==> config.mk <==
export PLATFORM = sky130hd
export DESIGN_NAME = ssp_port
export DESIGN_NICKNAME = d
export VERILOG_FILES = /design/src/rtl/ssp_pkg.sv /design/src/rtl/ssp_sync.sv /design/src/rtl/ssp_clk.sv /design/src/rtl/ssp_fsm.sv /design/src/rtl/ssp_port.sv
export SDC_FILE = /design/constraint.sdc
export NUM_CORES = 1
export LEC_CHECK = 0
export ABC_AREA = 1
export BUFFER_PORTS_ARGS = -buffer_cell sky130_fd_sc_hd__buf_4
export CORE_MARGIN = 2
export CORE_UTILIZATION = 61
export CTS_CLUSTER_SIZE = 40
export DETAILED_ROUTE_END_ITERATION = 8
export GPL_TIMING_DRIVEN = 1
export HOLD_SLACK_MARGIN = 0.08
export PLACE_DENSITY = 0.83
export SYNTH_ARGS = -nofsm -noshare
export SYNTH_HDL_FRONTEND = slang
export SYNTH_SLANG_ARGS = --single-unit
==> constraint.sdc <==
create_clock -name clk -period 2.6 [get_ports clk]
set_clock_uncertainty 0.15 [all_clocks]
set_input_delay 0.39 -clock clk [delete_from_list [all_inputs] [get_ports clk]]
set_output_delay 0.39 -clock clk [all_outputs]
set_load 0.005 [all_outputs]
==> src/rtl/ssp_pkg.sv <==
package ssp_pkg;
  typedef enum logic [1:0] {
    ST_HDR  = 2'd0,
    ST_WR   = 2'd1,
    ST_RD   = 2'd2,
    ST_DONE = 2'd3
  } ssp_state_t;
endpackage

==> src/rtl/ssp_sync.sv <==
module ssp_sync #(
  parameter int W = 4,
  parameter int STAGES = 2,
  parameter logic [W-1:0] RST_VAL = '0
) (
  input  logic         clk,
  input  logic         rst,
  input  logic [W-1:0] d,
  output logic [W-1:0] q
);
  logic [W-1:0] st [STAGES];

  always_ff @(posedge clk) begin
    if (rst) st[0] <= RST_VAL;
    else     st[0] <= d;
  end

  for (genvar g = 1; g < STAGES; g++) begin : g_stage
    always_ff @(posedge clk) begin
      if (rst) st[g] <= RST_VAL;
      else     st[g] <= st[g-1];
    end
  end

  assign q = st[STAGES-1];
endmodule

==> src/rtl/ssp_clk.sv <==
module ssp_clk #(
  parameter int HALF_DIV = 4
) (
  input  logic clk,
  input  logic rst,
  input  logic prst,
  input  logic self_mode,
  input  logic run,
  input  logic ext_lvl,
  output logic gen,
  output logic rise,
  output logic fall
);
  localparam int CW = (HALF_DIV > 1) ? $clog2(HALF_DIV) : 1;

  logic [CW-1:0] cnt;
  logic grise, gfall, ext_q, erise, efall;

  // Internal divider: free-runs only while a transfer is open
  always_ff @(posedge clk) begin
    if (rst || prst || !self_mode || !run) begin
      cnt   <= '0;
      gen   <= 1'b0;
      grise <= 1'b0;
      gfall <= 1'b0;
    end else begin
      grise <= 1'b0;
      gfall <= 1'b0;
      if (cnt == CW'(HALF_DIV - 1)) begin
        cnt   <= '0;
        gen   <= ~gen;
        grise <= ~gen;
        gfall <= gen;
      end else begin
        cnt <= cnt + 1'b1;
      end
    end
  end

  // Edge detection of the re-timed host clock
  always_ff @(posedge clk) begin
    if (rst || prst) begin
      ext_q <= 1'b0;
      erise <= 1'b0;
      efall <= 1'b0;
    end else begin
      ext_q <= ext_lvl;
      erise <= ext_lvl & ~ext_q;
      efall <= ~ext_lvl & ext_q;
    end
  end

  assign rise = self_mode ? grise : erise;
  assign fall = self_mode ? gfall : efall;

  // generated clock rests low whenever the transfer is not running
  assert_clk_idle_R9: assert property (@(posedge clk) disable iff (rst)
    !run |=> !gen) else $error("generated clock active while idle");

  // a single pulse never marks both edges
  assert_edge_excl_R2: assert property (@(posedge clk) disable iff (rst)
    !(rise && fall)) else $error("rise and fall together");
endmodule

==> src/rtl/ssp_fsm.sv <==
module ssp_fsm
  import ssp_pkg::*;
#(
  parameter int DATA_W = 8,
  parameter int CNT_W  = 2,
  localparam int ADDR_W = DATA_W - 1 - CNT_W,
  localparam int BC_W   = $clog2(DATA_W)
) (
  input  logic              clk,
  input  logic              rst,
  input  logic              prst,
  input  logic              sel,
  input  logic              rise,
  input  logic              fall,
  input  logic              din,
  output logic [ADDR_W-1:0] reg_addr,
  output logic [DATA_W-1:0] reg_wdata,
  output logic              reg_we,
  output logic              reg_re,
  input  logic [DATA_W-1:0] reg_rdata,
  output logic              out_bit,
  output logic              rd_phase,
  output logic              xfer_open
);
  ssp_state_t        state;
  logic [BC_W-1:0]   bit_cnt;
  logic [DATA_W-1:0] sr, sr_next, tx;
  logic [CNT_W-1:0]  remain;
  logic [ADDR_W-1:0] cur_addr;
  logic              re_d;
  logic              last_bit;

  assign sr_next   = {sr[DATA_W-2:0], din};
  assign last_bit  = (bit_cnt == BC_W'(DATA_W - 1));
  assign xfer_open = (state != ST_DONE);

  always_ff @(posedge clk) begin
    if (rst || prst || !sel) begin
      state     <= ST_HDR;
      bit_cnt   <= '0;
      sr        <= '0;
      tx        <= '0;
      remain    <= '0;
      cur_addr  <= '0;
      reg_addr  <= '0;
      reg_wdata <= '0;
      reg_we    <= 1'b0;
      reg_re    <= 1'b0;
      re_d      <= 1'b0;
      out_bit   <= 1'b0;
      rd_phase  <= 1'b0;
    end else begin
      reg_we <= 1'b0;
      reg_re <= 1'b0;
      re_d   <= reg_re;
      if (re_d) begin
        tx <= reg_rdata;
      end else if (fall && state == ST_RD) begin
        out_bit <= tx[DATA_W-1];
        tx      <= {tx[DATA_W-2:0], 1'b0};
      end
      if (rise) begin
        unique case (state)
          ST_HDR: begin
            sr      <= sr_next;
            bit_cnt <= bit_cnt + 1'b1;
            if (last_bit) begin
              remain   <= sr_next[DATA_W-2 -: CNT_W];
              cur_addr <= sr_next[ADDR_W-1:0];
              if (sr_next[DATA_W-1]) begin
                state    <= ST_RD;
                reg_re   <= 1'b1;
                reg_addr <= sr_next[ADDR_W-1:0];
                rd_phase <= 1'b1;
              end else begin
                state <= ST_WR;
              end
            end
          end
          ST_WR: begin
            sr      <= sr_next;
            bit_cnt <= bit_cnt + 1'b1;
            if (last_bit) begin
              reg_we    <= 1'b1;
              reg_addr  <= cur_addr;
              reg_wdata <= sr_next;
              cur_addr  <= cur_addr + 1'b1;
              if (remain == '0) state <= ST_DONE;
              else              remain <= remain - 1'b1;
            end
          end
          ST_RD: begin
            bit_cnt <= bit_cnt + 1'b1;
            if (last_bit) begin
              if (remain == '0) begin
                state <= ST_DONE;
              end else begin
                remain   <= remain - 1'b1;
                reg_re   <= 1'b1;
                reg_addr <= cur_addr + 1'b1;
                cur_addr <= cur_addr + 1'b1;
              end
            end
          end
          default: ;
        endcase
      end
    end
  end

  // write and read strobes are exclusive
  assert_bus_excl_R10: assert property (@(posedge clk) disable iff (rst)
    !(reg_we && reg_re)) else $error("both bus strobes high");

  // bits are counted only on rising serial edges
  assert_cnt_rise_R2: assert property (@(posedge clk) disable iff (rst)
    $past(sel && !prst && !rise) |-> $stable(bit_cnt)) else $error("bit counted without rising edge");

  // the read bit moves only after a falling edge
  assert_out_fall_R3: assert property (@(posedge clk) disable iff (rst)
    $past(sel && !prst && !fall) |-> $stable(out_bit)) else $error("output moved without falling edge");

  // port reset parks the sequencer and silences the bus
  assert_prst_park_R8: assert property (@(posedge clk) disable iff (rst)
    prst |=> (state == ST_HDR && !reg_we && !reg_re)) else $error("port reset did not park");
endmodule

==> src/rtl/ssp_port.sv <==
module ssp_port
  import ssp_pkg::*;
#(
  parameter int DATA_W   = 8,
  parameter int CNT_W    = 2,
  parameter int HALF_DIV = 4,
  parameter int SYNC_STG = 2,
  localparam int ADDR_W  = DATA_W - 1 - CNT_W
) (
  input  logic              clk,
  input  logic              rst,
  input  logic              self_clk_mode,
  input  logic              two_wire_mode,
  input  logic              cs_n,
  input  logic              port_rst_n,
  input  logic              sclk_in,
  output logic              sclk_out,
  output logic              sclk_oe,
  input  logic              sdio_in,
  output logic              sdio_out,
  output logic              sdio_oe,
  output logic              sdo_out,
  output logic              sdo_oe,
  output logic [ADDR_W-1:0] reg_addr,
  output logic [DATA_W-1:0] reg_wdata,
  output logic              reg_we,
  output logic              reg_re,
  input  logic [DATA_W-1:0] reg_rdata
);
  logic [3:0] pins_s;
  logic       sel, prst, sclk_s, din_s;
  logic       gen, rise, fall;
  logic       out_bit, rd_phase, xfer_open, run;

  ssp_sync #(.W(4), .STAGES(SYNC_STG), .RST_VAL(4'b1100)) i_sync (
    .clk(clk), .rst(rst),
    .d({cs_n, port_rst_n, sclk_in, sdio_in}),
    .q(pins_s)
  );

  assign sel    = ~pins_s[3];
  assign prst   = ~pins_s[2];
  assign sclk_s = pins_s[1];
  assign din_s  = pins_s[0];
  assign run    = sel & ~prst & xfer_open;

  ssp_clk #(.HALF_DIV(HALF_DIV)) i_clk (
    .clk(clk), .rst(rst), .prst(prst), .self_mode(self_clk_mode),
    .run(run), .ext_lvl(sclk_s), .gen(gen), .rise(rise), .fall(fall)
  );

  ssp_fsm #(.DATA_W(DATA_W), .CNT_W(CNT_W)) i_fsm (
    .clk(clk), .rst(rst), .prst(prst), .sel(sel), .rise(rise), .fall(fall),
    .din(din_s), .reg_addr(reg_addr), .reg_wdata(reg_wdata), .reg_we(reg_we),
    .reg_re(reg_re), .reg_rdata(reg_rdata), .out_bit(out_bit),
    .rd_phase(rd_phase), .xfer_open(xfer_open)
  );

  // Registered pad controls
  always_ff @(posedge clk) begin
    if (rst) begin
      sdo_oe   <= 1'b0;
      sdio_oe  <= 1'b0;
      sdo_out  <= 1'b0;
      sdio_out <= 1'b0;
      sclk_oe  <= 1'b0;
    end else begin
      sdo_oe   <= sel & ~prst & ~two_wire_mode;
      sdio_oe  <= sel & ~prst & two_wire_mode & rd_phase;
      sdo_out  <= out_bit;
      sdio_out <= out_bit;
      sclk_oe  <= sel & ~prst & self_clk_mode;
    end
  end

  assign sclk_out = gen;

  // deselect removes both drivers on the following cycle
  assert_cs_float_R6: assert property (@(posedge clk) disable iff (rst)
    !sel |=> (!sdo_oe && !sdio_oe)) else $error("driver on while deselected");

  // the two data drivers never overlap
  assert_oe_excl_R5: assert property (@(posedge clk) disable iff (rst)
    !(sdo_oe && sdio_oe)) else $error("both data drivers on");

  // no generated clock drive in host-clocked mode
  assert_ext_noclk_R9: assert property (@(posedge clk) disable iff (rst)
    !self_clk_mode |=> !sclk_oe) else $error("clock driven in host mode");
endmodule

==> key figures, run 1 <==
Clock network
  – Root Buffer Master: clkbuf_8
  – Setup bufs post-CTS: 0
  – Number of H-tree branching levels: 3
  – Maximum number of buffers from clock root to sink: 2
  – Clock Latency Late Sink: 0.34 ns
  – Clock slew seen by the registers of the worst setup and hold paths: approximately 0.070 ns
  – Clock net sink count: 65
  – TritonCTS clock tree: done
  – Num CTS Buffers: 9

Layout
  – Area growth from synthesis to final layout: 18.4%
  – Number of filler instances in the final layout: approximately 370
  – Most used cells in the layout excluding fill and tap cells: nand2_1, dfxtp_1, nor2_1, inv_1, buf_4
  – Leading cell type in the layout, fill and taps excluded: nand2_1
  – Post-layout util: about three quarters
  – Non-filler instance count after layout: 505
  – Final net count: between 400 and 500
  – ANT cells: 0
  – Ratio of cells with drive above 1 in the final layout: 17.3%

STA
  – Count of endpoints failing setup in the final report: 0
  – Shortest period the worst path allows: roughly 2.1 ns
  – Final critical-path share of the clock period: between 80 and 90%
  – Fin. max-slew vios: 0
  – Final hold viol count: 0
  – Relative slew margins: ~58%
  – Max Clock Freq: between 400 and 500 MHz
  – Final setup margin: 0.466 ns
  – Transition time at the pin with the least slew margin: roughly 0.63 ns
  – Final-layout setup total negative slack: 0 ns
  – Unrepaired setup endpoints after global routing: no

Logic synthesis
  – Net count of the mapped netlist: about 440
  – Synthesized flop and latch total: 65
  – Sequential element share of the synthesized area: 44.2%
  – Cell taking the most area after synthesis: dfxtp_1
  – Top cell type's share of synthesized area: between 40 and 50%
  – Post-synthesis cell count: slightly above 400
  – Mean instance size in the synthesized netlist: 7.28 um^2
  – Count of unique library cells instantiated by Yosys: 28
  – Post-synthesis instance area: ~2900 um^2
  – Synth Warn #: 0
  – Top cells by area, synth: dfxtp_1, nand2_1, nor2_1

Die
  – Starting Density: between 60% and 70%
  – Standard-cell row count: 25
  – Horizontal extent of the die: around 74 um
  – Die Y-Extent: ~74 um
  – Area of the die: 5400 um^2
  – Io pins: 37
  – Area of the placeable core: approximately 4700 um^2

Run
  – Maximum capacitance violations: 0

Power and ir drop
  – Worst VDD drop: approximately 540 uV
  – Pwr Density: 584 nW/um^2
  – Leakage power: approximately 1.6 nW

Drt
  – Initial DRT Pass Iterations: 5
  – Detailed-route DRC error count: 0
  – Average detailed-routed wire length per instance: approximately 12 um
  – Vias: 2584
  – Total wirelength of the detailed-routed design: 5.96 mm
  – Initial detailed-routing violation count: roughly 130
  – Remaining number of nets flagged by the antenna check after routing: 0
  – Ratio of routed vias to standard cells: around 5.1

Global route
  – First-pass GRT wire length: approximately 10 mm
  – Antenna violations before repair: 0
  – Total congestion overflow after global routing: 0
  – Total global-route track usage: 23.4%
  – Maximum number of pins on one net before global-route repair: 28
  – Number of global-route vias before repair: 2267

Run status
  – Run status: finished, final reports clean

Worst setup path
  – Arrival time at the worst endpoint: 2.23 ns
  – CP max FO: 16
  – Type of element capturing the critical path: flip-flop
  – FF-to-FF setup slack: roughly 0.47 ns
  – Number of cells traversed by the worst register-to-register path: 9
  – Launch instance of the worst register-to-register path: i_fsm.state[0]$_SDFFE_PP0P_
  – Critical path launch point: i_fsm.state[0]$_SDFFE_PP0P_
  – Startpoint type of the worst setup path: flip-flop
  – Classification of the worst setup path: reg -> reg
  – Critical Path End: i_fsm.state[0]$_SDFFE_PP0P_
  – Worst R2R End: i_fsm.state[0]$_SDFFE_PP0P_
  – Data required time of the critical path: approximately 2.7 ns

Hold path
  – Path class of the lowest-slack min-delay path: in -> reg
  – Cell count of the worst hold path: 3

Place
  – RD Place Congestion: about 0.88
  – # port buffers: 36
  – Place WS: roughly 0.5 ns
  – Final HPWL from detailed placement: about 4.2 mm
  – Number of cells after detailed placement: 486
-- critical path, cell delays in order, from the launching register on --
cell and delay (ns):
dfxtp_1 0.43, inv_1 0.13, ha_1 0.58, inv_2 0.18, o21ai_1 0.16, nand2_1 0.06
nor2_1 0.17, nand2_1 0.08, nand2_1 0.06, nor2_1 0.04
-- kinds of logic (layout without fill, tap and decap cells) --
kind of cell	Yosys count	after routing	synth area share, %
AND/OR/NAND/NOR	205	205	30.7
flip-flops	65	65	44.2
AO/OA/AOI/OAI	61	61	10.9
buffers and inverters	60	106	8.32
adder cells (fa/ha/maj)	14	14	5.94
-- state kept, by name, summed over array words and instances (netlist names), 3 cells and up --
register and cells:
i_fsm.tx 8, i_fsm.sr 7, i_fsm.reg_wdata 8, i_fsm.reg_addr 5, i_sync.st 8, i_fsm.cur_addr 5
i_fsm.bit_cnt 3
-- Yosys cell counts --
cell      instances
a21oi_1          29
buf_2             4
buf_4             4
clkbuf_1          2
clkinv_1          1
dfxtp_1          65
ha_1             14
inv_1            44
inv_2             5
nand2_1         104
nand2_2           3
nand2_4           3
nand3_1          21
nand4_1           2
nor2_1           57
nor2_2            2
nor2_4            4
nor2_8            1
nor3_1            1
nor3_2            1
nor4_1            1
o211ai_1          1
o21ai_0          25
o21ai_1           1
o21ai_2           1
o21bai_1          3
o22ai_1           1
or2_2             5
-- worst min path at each step --
stage / startpoint / end / slack, ns
after CTS: sclk_in / i_sync.st[0][1]$_SDFF_PP0_ / 0.09
after global routing: sclk_in / i_sync.st[0][1]$_SDFF_PP0_ / 0.08
final: sdio_in / i_sync.st[0][0]$_SDFF_PP0_ / 0.1
after floorplan: i_sync.st[0][0]$_SDFF_PP0_ / i_sync.st[1][0]$_SDFF_PP0_ / 0.24
after global placement: i_sync.st[0][1]$_SDFF_PP0_ / i_sync.st[1][1]$_SDFF_PP0_ / 0.24
after detailed placement: i_sync.st[0][1]$_SDFF_PP0_ / i_sync.st[1][1]$_SDFF_PP0_ / 0.25
-- stage by stage --
| step | instance area [um^2] | total power (W) | hold slack, ns |
|---|---|---|---|
| finish | 3490 | 0.00204 | 0.0958 |
| global route | 3490 | 0.00211 | 0.0834 |
| CTS | 3490 | 0.00205 | 0.0890 |
| detailed placement | 3230 | 0.00109 | 0.247 |
| global placement | 3230 | 0.00109 | 0.239 |
| floorplan | 2950 | 0.00107 | 0.238 |
-- layout make-up --
class / instances / area (um^2) / area share [%]
timing repair buffer: 40 / 308 / 8.82
clock buffer: 9 / 124 / 3.55
sequential: 65 / 1300 / 37.3
inverter: 50 / 188 / 5.38
multi-input combinational: 280 / 1400 / 40.1
clock inverter: 7 / 100 / 2.87
tap: 54 / 67.6 / 1.94
-- power by group --
group,switching [W],total [W],internal [W],leakage (nW)
Clock,0.000411,0.000961,0.000549,0.115
Combinational,0.0000373,0.0000676,0.0000303,0.936
Sequential,0.00000353,0.00101,0.00100,0.526
Total,0.000452,0.00204,0.00158,1.58
-- per-layer routing --
metal | up-vias | wire length [um] | GRT usage [%]
li1 | 1350 | - | -
met4 | 0 | 120 | 9.49
met3 | 13 | 232 | 5.90
met2 | 62 | 2940 | 39.3
met5 | - | 0 | 0
met1 | 1159 | 2660 | 28.6
-- what timing repair did --
action / in CTS / in global routing
resized for setup: 0 / 0
hold endpoints to repair: 3 / 0
hold buffers: 3 / 0
No activity file was read; power rests on OpenSTA's default activity.
==> run 2: changes to the inputs <==
--- a/config.mk
+++ b/config.mk
@@ -5,15 +5,15 @@
 export SDC_FILE = /design/constraint.sdc
 export NUM_CORES = 1
 export LEC_CHECK = 0
-export ABC_AREA = 1
+export ABC_AREA = 0
 export BUFFER_PORTS_ARGS = -buffer_cell sky130_fd_sc_hd__buf_4
 export CORE_MARGIN = 2
-export CORE_UTILIZATION = 61
+export CORE_UTILIZATION = 56
 export CTS_CLUSTER_SIZE = 40
 export DETAILED_ROUTE_END_ITERATION = 8
 export GPL_TIMING_DRIVEN = 1
 export HOLD_SLACK_MARGIN = 0.08
-export PLACE_DENSITY = 0.83
+export PLACE_DENSITY = 0.78
 export SYNTH_ARGS = -nofsm -noshare
 export SYNTH_HDL_FRONTEND = slang
 export SYNTH_SLANG_ARGS = --single-unit
==> constraint.sdc (replaced) <==
create_clock -name clk -period 2 [get_ports clk]
set_clock_uncertainty 0.15 [all_clocks]
set_input_delay 0.3 -clock clk [delete_from_list [all_inputs] [get_ports clk]]
set_output_delay 0.3 -clock clk [all_outputs]
set_load 0.005 [all_outputs]
==> run 2 against run 1 <==
Against the previous run:
- setup slack worse by 0.38 ns
- sequential power up 30%
- register-to-register slack got worse by 0.38 ns
- global-route usage down 0.36 points
- total power is 16% higher
- final area up 0.22%
- via count is 14% lower
- wire length increased by 0.76%
- die area rose by 1.9%
- clock power rose by 2%
- critical path type unchanged
- largest cell class unchanged
==> key figures, run 2 <==
Power and ir drop
  – Share of power burned in the clock network: 41.5% (-5.7 points)
  – Cell-internal power: 0.00188 W (+19%)
  – Portion of total power attributed to sequential cells: 55.3% (+5.8 points)
  – Logic pwr share: 3.2% (about the same)
  – Sw Share: 20.3% (-1.9 points)
  – Final Total Pwr: 0.00236 W (+16%)
  – Leakage power: 1.38 nW (-13%)
  – Worst VDD drop: 532 uV (-1.1%)
  – Pwr Density: 676 nW/um^2 (+16%)
  – Total net switching power: 0.000480 W (+6.1%)

Layout
  – Biggest regs: i_fsm.reg_wdata (8), i_fsm.tx (8), i_sync.st (8)
  – Ratio of cells with drive above 1 in the final layout: 24.9% (+7.6 points)
  – Non-filler instance count after layout: 420 (-17%)
  – ANT cells: 0 (unchanged)
  – Post-layout util: 74.0% (-0.33 points)
  – Final design area excluding fillers: 3500 um^2 (+0.22%)
  – Most used cells in the layout excluding fill and tap cells: dfxtp_1, buf_4, nor2_1, mux2i_1
  – Leading cell type in the layout, fill and taps excluded: dfxtp_1
  – Area growth from synthesis to final layout: 26.7%
  – Final net count: 381 (-20%)

Logic synthesis
  – Mean instance size in the synthesized netlist: 9.45 um^2 (+30%)
  – Net count of the mapped netlist: 322 (-26%)
  – Async set or reset register ratio after synthesis: 0% (unchanged)
  – Synth Warn #: 0 (unchanged)
  – Compound-gate portion of the synthesized area: 13.2% (+2.4 points)
  – Synthesized flop and latch total: 65 (unchanged)
  – Post-synthesis instance area: 2760 um^2 (-6.4%)
  – Share of synthesized cell area in full adder, half adder and majority cells: 6.35% (+0.40 points)
  – Post-synthesis cell count: 292 (-28%)
  – Simple logic cell fraction of the synthesized area: 19.1% (-12 points)
  – Share of the synthesized netlist area taken by xor and xnor gates: 0.635% (+0.63 points)
  – Sequential element share of the synthesized area: 47.2% (+3.0 points)
  – Ys flop type: dfxtp_1
  – Top cells by area, synth: dfxtp_1, mux2i_1, ha_1
  – Post-synthesis mux area share: 10.0% (+10 points)
  – Combinational family with the most area after synthesis: simple AND/OR/NAND/NOR gates
  – Number of enable flip-flop cells after synthesis: 0 (unchanged)
  – Cell taking the most area after synthesis: dfxtp_1
  – Count of unique library cells instantiated by Yosys: 45 (+61%)
  – Top post-synthesis cells by count: dfxtp_1, nor2_1, a21oi_1
  – Dominant cell by count in the synthesized netlist: dfxtp_1
  – Top cell type's share of synthesized area: 47.2% (+3.0 points)

Die
  – Area of the placeable core: 4720 um^2 (+0.67%)
  – Standard-cell row count: 25 (unchanged)
  – Die Y-Extent: 74.2 um (+0.94%)
  – Starting Density: 58.4% (-4.4 points)
  – Io pins: 37 (unchanged)
  – Area of the die: 5500 um^2 (+1.9%)
  – Horizontal extent of the die: 74.2 um (+0.94%)

Global route
  – Total congestion overflow after global routing: 0 (unchanged)
  – Number of global-route vias before repair: 2049 (-9.6%)
  – Total global-route track usage: 23.1% (-0.36 points)
  – Maximum number of pins on one net before global-route repair: 28 (unchanged)
  – Antenna violations before repair: 0 (unchanged)
  – First-pass GRT wire length: 9.45 mm (-3.0%)

Clock network
  – Setup bufs post-CTS: 0 (unchanged)
  – Clock Latency Late Sink: 0.34 ns (about the same)
  – Num CTS Buffers: 9 (unchanged)
  – Clock slew seen by the registers of the worst setup and hold paths: 0.06 ns (about the same)
  – Number of H-tree branching levels: 3 (unchanged)
  – Clock net sink count: 65 (unchanged)
  – Root Buffer Master: clkbuf_8
  – Maximum number of buffers from clock root to sink: 2 (unchanged)
  – TritonCTS clock tree: done

STA
  – Transition time at the pin with the least slew margin: 0.478 ns (-0.155 ns)
  – Count of endpoints failing setup in the final report: 0 (unchanged)
  – Final critical-path share of the clock period: 95.6% (+14 points)
  – Unrepaired setup endpoints after global routing: yes
  – Max Clock Freq: 523 MHz (+12%)
  – Final hold viol count: 0 (unchanged)
  – Shortest period the worst path allows: 1.91 ns (-0.222 ns)
  – Relative slew margins: 68.1% (+10 points)
  – Fin. max-slew vios: 0 (unchanged)

Hold path
  – Path class of the lowest-slack min-delay path: in -> reg

Drt
  – Detailed-route DRC error count: 0 (unchanged)
  – Vias: 2232 (-14%)
  – Initial DRT Pass Iterations: 5 (unchanged)
  – Total wirelength of the detailed-routed design: 6.00 mm (+0.76%)
  – Remaining number of nets flagged by the antenna check after routing: 0 (unchanged)
  – Ratio of routed vias to standard cells: 5.31 (+3.9%)
  – Initial detailed-routing violation count: 179 (+42%)
  – Average detailed-routed wire length per instance: 14.3 um (+21%)

Worst setup path
  – Classification of the worst setup path: reg -> reg
  – Slowest cell on crit path: ha_2
  – Slowest stage delay, CP: 0.44 ns (-0.14 ns)
  – CP max FO: 14 (-2)
  – Type of element capturing the critical path: flip-flop
  – Data required time of the critical path: 2.14 ns (-0.55 ns)
  – Arrival time at the worst endpoint: 2.05 ns (-0.18 ns)
  – Startpoint type of the worst setup path: flip-flop
  – Crit-path cells: inv_1 > ha_2 > buf_4 > nor2_1 > a2111oi_1 > a31o_2

Place
  – Standard cell area after detailed placement: 3150 um^2 (-2.7%)
  – RD Place Congestion: 1.00 (+13%)
  – # port buffers: 36 (unchanged)
  – Final HPWL from detailed placement: 3.99 mm (-6.0%)
  – Number of cells after detailed placement: 394 (-19%)

Run
  – Maximum capacitance violations: 0 (unchanged)

Run status
  – Run status: finished, final reports clean
[run 2: power by group through the flow]
stage	registers, W	logic [W]	clock network (W)
floorplan	0.00134	0.0000213	0
global placement	0.00134	0.0000531	0
detailed placement	0.00134	0.0000537	0
CTS	0.00131	0.0000739	0.000989
global route	0.00131	0.0000812	0.00105
finish	0.00131	0.0000754	0.000980
[run 2: layout make-up]
cell class / count / area (um^2)
Clock buffer: 13 / 169
Timing Repair Buffer: 63 / 505
Tap cell: 67 / 83.8
Multi-Input combinational cell: 206 / 1410
Fill cell: 345 / 1230
Sequential cell: 65 / 1310
Inverter: 6 / 22.5
[run 2: critical path: cells and delay by family, from the launching register on]
| family | cells | cell delay, ns |
|---|---|---|
| compound gates | 2 | 0.51 |
| fa+ha+maj | 1 | 0.44 |
| buf+inv | 2 | 0.34 |
| flops | 1 | 0.36 |
| simple gates | 1 | 0.06 |
[run 2: cells by family after synthesis]
kind of cell | Yosys count
AO/OA/AOI/OAI | 58
XOR/XNOR | 2
adder cells (fa/ha/maj) | 14
buffers and inverters | 21
flip-flops | 65
multiplexers | 27
AND/OR/NAND/NOR | 105
[run 2: routing by layer]
| layer | wire length (um) | share of wire [%] | GRT usage [%] |
|---|---|---|---|
| met1 | 2680 | 45 | 29.2 |
| met2 | 2940 | 49 | 36.0 |
| met3 | 248 | 4.1 | 6.10 |
| met4 | 135 | 2.2 | 12.5 |
| met5 | 0 | 0 | 0 |
[run 2: worst paths after layout]
path	startpoint	end	slack, ns	cells after the start
setup reg to reg	i_fsm.state[1]$_SDFFE_PP0P_	i_fsm.reg_addr[3]$_SDFFE_PP0P_	0.09	6
hold / removal	reg_rdata[4]	i_fsm.tx[4]$_SDFFE_PP0P_	0.09	3
setup / recovery	i_fsm.state[1]$_SDFFE_PP0P_	i_fsm.reg_addr[3]$_SDFFE_PP0P_	0.09	6
hold reg to reg	i_sync.st[0][3]$_SDFF_PP1_	i_sync.st[1][3]$_SDFF_PP1_	0.26	1
[run 2: through the flow]
| stage | setup TNS, ns | hold WS (ns) | worst slack, ns |
|---|---|---|---|
| floorplan | 0 | 0.222 | 0.0120 |
| global placement | 0 | 0.242 | 0.118 |
| detailed placement | 0 | 0.249 | 0.0376 |
| CTS | 0 | 0.0831 | 0.0309 |
| global route | -0.0357 | 0.110 | -0.0286 |
| finish | 0 | 0.0897 | 0.0883 |
[run 2: repair_timing]
item / CTS / global route
hold buffers: 13 / 0
hold endpoints to repair: 14 / 0
endpoints found under the setup margin: 0 / 10
resized for setup: 0 / 13
==> run 3: changes to the inputs <==
--- a/config.mk
+++ b/config.mk
@@ -13,6 +13,7 @@
 export DETAILED_ROUTE_END_ITERATION = 8
 export GPL_TIMING_DRIVEN = 1
 export HOLD_SLACK_MARGIN = 0.08
+export MAX_ROUTING_LAYER = met4
 export PLACE_DENSITY = 0.78
 export SYNTH_ARGS = -nofsm -noshare
 export SYNTH_HDL_FRONTEND = slang
==> run 3 against run 2 <==
Against the previous run:
- wire length down 0.28%
- non-clock buffer count unchanged
- final area up 0.11%
- die area unchanged
- count of clock-buffer cells in the layout unchanged
- sequential power about the same
- sequential cell count unchanged
- total power about the same
- sequential share of layout area down 0.11 points
==> key figures, run 3 (synthesis gave the netlist of run 2 again) <==
Layout
  – Ratio of cells with drive above 1 in the final layout: 25.2% (+0.28 points)
  – Post-layout util: 74.1% (+0.079 points)
  – Non-filler instance count after layout: 420 (unchanged)
  – Biggest regs: i_fsm.reg_wdata (8), i_fsm.tx (8), i_sync.st (8)
  – Area growth from synthesis to final layout: 26.8%
  – Leading cell type in the layout, fill and taps excluded: dfxtp_1
  – Number of filler instances in the final layout: 344 (-0.29%)
  – Multi-input gate area: 1420 um^2 (+0.44%)
  – Most used cells in the layout excluding fill and tap cells: dfxtp_1, buf_4, nor2_1, mux2i_1
  – Final net count: 381 (unchanged)
  – Sequential Area: 1300 um^2 (-0.19%)
  – ANT cells: 0 (unchanged)

Clock network
  – Root Buffer Master: clkbuf_8
  – Number of H-tree branching levels: 3 (unchanged)
  – Num CTS Buffers: 9 (unchanged)
  – Clock Latency Late Sink: 0.33 ns (about the same)
  – Clock net sink count: 65 (unchanged)
  – TritonCTS clock tree: done
  – Setup bufs post-CTS: 0 (unchanged)
  – Clock slew seen by the registers of the worst setup and hold paths: 0.06 ns (about the same)
  – Maximum number of buffers from clock root to sink: 2 (unchanged)

Die
  – Io pins: 37 (unchanged)
  – Die Y-Extent: 74.2 um (unchanged)
  – Starting Density: 58.4% (unchanged)
  – Horizontal extent of the die: 74.2 um (unchanged)
  – Area of the placeable core: 4720 um^2 (unchanged)
  – Standard-cell row count: 25 (unchanged)
  – Area of the die: 5500 um^2 (unchanged)

Power and ir drop
  – Pwr Density: 675 nW/um^2 (-0.14%)
  – Portion of total power attributed to sequential cells: 55.4% (about the same)
  – Logic pwr share: 3.2% (about the same)
  – Worst VDD drop: 532 uV (about the same)
  – Final Total Pwr: 0.00236 W (about the same)
  – Share of power burned in the clock network: 41.4% (about the same)
  – Total net switching power: 0.000478 W (-0.47%)
  – Leakage power: 1.38 nW (about the same)
  – Cell-internal power: 0.00188 W (about the same)
  – Sw Share: 20.2% (-0.089 points)

Hold path
  – End of the worst hold path: i_fsm.tx[4]$_SDFFE_PP0P_
  – Startpoint of the lowest-slack hold path: reg_rdata[4]
  – Path class of the lowest-slack min-delay path: in -> reg
  – Cell count of the worst hold path: 3 (unchanged)

Global route
  – Maximum number of pins on one net before global-route repair: 28 (unchanged)
  – Antenna violations before repair: 0 (unchanged)
  – Total global-route track usage: 23.8% (+0.73 points)
  – First-pass GRT wire length: 9.44 mm (-0.15%)
  – Number of global-route vias before repair: 2066 (+0.83%)
  – Total congestion overflow after global routing: 0 (unchanged)

Place
  – Final HPWL from detailed placement: 3.99 mm (unchanged)
  – Number of cells after detailed placement: 394 (unchanged)
  – RD Place Congestion: 1.02 (+1.9%)
  – # port buffers: 36 (unchanged)

Worst setup path
  – Slowest cell on crit path: or3_4
  – Delay-heaviest family, CP: simple AND/OR/NAND/NOR gates
  – Data required time of the critical path: 2.12 ns (-0.02 ns)
  – Launch instance of the worst register-to-register path: i_fsm.state[0]$_SDFFE_PP0P_
  – Number of cells traversed by the worst register-to-register path: 7 (+1)
  – Type of element capturing the critical path: flip-flop
  – FF-to-FF setup slack: 0.1 ns (about the same)
  – Classification of the worst setup path: reg -> reg
  – Critical path launch point: i_fsm.state[0]$_SDFFE_PP0P_
  – Critical path buffer and inverter count: 1 (-1)
  – Arrival time at the worst endpoint: 2.02 ns (-0.03 ns)
  – Crit-path cells: inv_2 > ha_1 > nor3_2 > o211a_4 > nand2b_2 > or3_4 > a21oi_2
  – Worst R2R End: i_fsm.reg_addr[1]$_SDFFE_PP0P_
  – CP max FO: 5 (-9)
  – Startpoint type of the worst setup path: flip-flop
  – Slowest stage delay, CP: 0.40 ns (-0.04 ns)

Drt
  – Total wirelength of the detailed-routed design: 5.99 mm (-0.28%)
  – Initial DRT Pass Iterations: 5 (unchanged)
  – Ratio of routed vias to standard cells: 5.27 (-0.81%)
  – Remaining number of nets flagged by the antenna check after routing: 0 (unchanged)
  – Average detailed-routed wire length per instance: 14.3 um (-0.28%)
  – Detailed-route DRC error count: 0 (unchanged)
  – Vias: 2214 (-0.81%)
  – Initial detailed-routing violation count: 181 (+1.1%)

STA
  – Final-layout setup total negative slack: 0 ns (unchanged)
  – Relative slew margins: 67.8% (-0.26 points)
  – Final critical-path share of the clock period: 95.1% (-0.52 points)
  – Final hold viol count: 0 (unchanged)
  – Worst hold slack: 0.0937 ns (+0.00401 ns)
  – Fin. max-slew vios: 0 (unchanged)
  – Unrepaired setup endpoints after global routing: no
  – Max Clock Freq: 526 MHz (+0.55%)
  – Count of endpoints failing setup in the final report: 0 (unchanged)
  – Transition time at the pin with the least slew margin: 0.482 ns (+0.00389 ns)
  – Shortest period the worst path allows: 1.90 ns (-0.0104 ns)

Run status
  – Run status: finished, final reports clean

Run
  – Maximum capacitance violations: 0 (unchanged)
==> run 3: repair_timing <==
| item | in CTS | in global routing |
|---|---|---|
| gates resized for setup | 0 | 14 |
| hold buffers | 13 | 0 |
| endpoints found under the setup margin | 0 | 10 |
| hold endpoints to repair | 14 | 0 |
==> run 3: layout make-up <==
class | instances | area share (%)
Sequential cell | 65 | 37.3
Inverter | 6 | 0.644
Clock buffer | 13 | 4.83
Tap cell | 67 | 2.40
Timing Repair Buffer | 63 | 14.4
Multi-Input combinational cell | 206 | 40.4
==> run 3: power by group through the flow <==
| stage | sequential, W | combinational, W | clock [W] |
|---|---|---|---|
| 2_1_floorplan | 0.00134 | 0.0000213 | 0 |
| 3_3_place_gp | 0.00134 | 0.0000531 | 0 |
| 3_5_place_dp | 0.00134 | 0.0000537 | 0 |
| 4_1_cts | 0.00131 | 0.0000739 | 0.000989 |
| 5_1_grt | 0.00131 | 0.0000811 | 0.00105 |
| 6_report | 0.00131 | 0.0000753 | 0.000978 |
==> run 3: worst min-delay path, stage by stage <==
cell,delay (ns)
buf_4,0.07
o21ai_0,0.06
a21oi_1,0.10
==> run 3: worst max-delay path by stage <==
stage / endpoint / depth (start not counted)
2_1_floorplan: i_fsm.reg_addr[1]$_SDFFE_PP0P_ / 9
3_3_place_gp: i_fsm.reg_addr[1]$_SDFFE_PP0P_ / 7
3_5_place_dp: i_fsm.remain[0]$_SDFFE_PP0P_ / 6
4_1_cts: i_fsm.remain[0]$_SDFFE_PP0P_ / 6
5_1_grt: i_fsm.cur_addr[2]$_SDFFE_PP0P_ / 8
6_report: i_fsm.reg_addr[1]$_SDFFE_PP0P_ / 7
==> run 3: per-stage QoR <==
stage	area, um^2	setup WS (ns)
2_1_floorplan	2760	0.0120
3_3_place_gp	3150	0.118
3_5_place_dp	3150	0.0376
4_1_cts	3450	0.0309
5_1_grt	3500	0.00327
6_report	3500	0.0987
==> run 3: routing by layer <==
| metal | vias to the layer above | track usage [%] | wire length [um] |
|---|---|---|---|
| met4 | 0 | 12.5 | 88 |
| met1 | 1034 | 29.0 | 2700 |
| li1 | 1122 | - | - |
| met3 | 8 | 6.10 | 241 |
| met2 | 50 | 36.3 | 2960 |
| met5 | - | - | 0 |
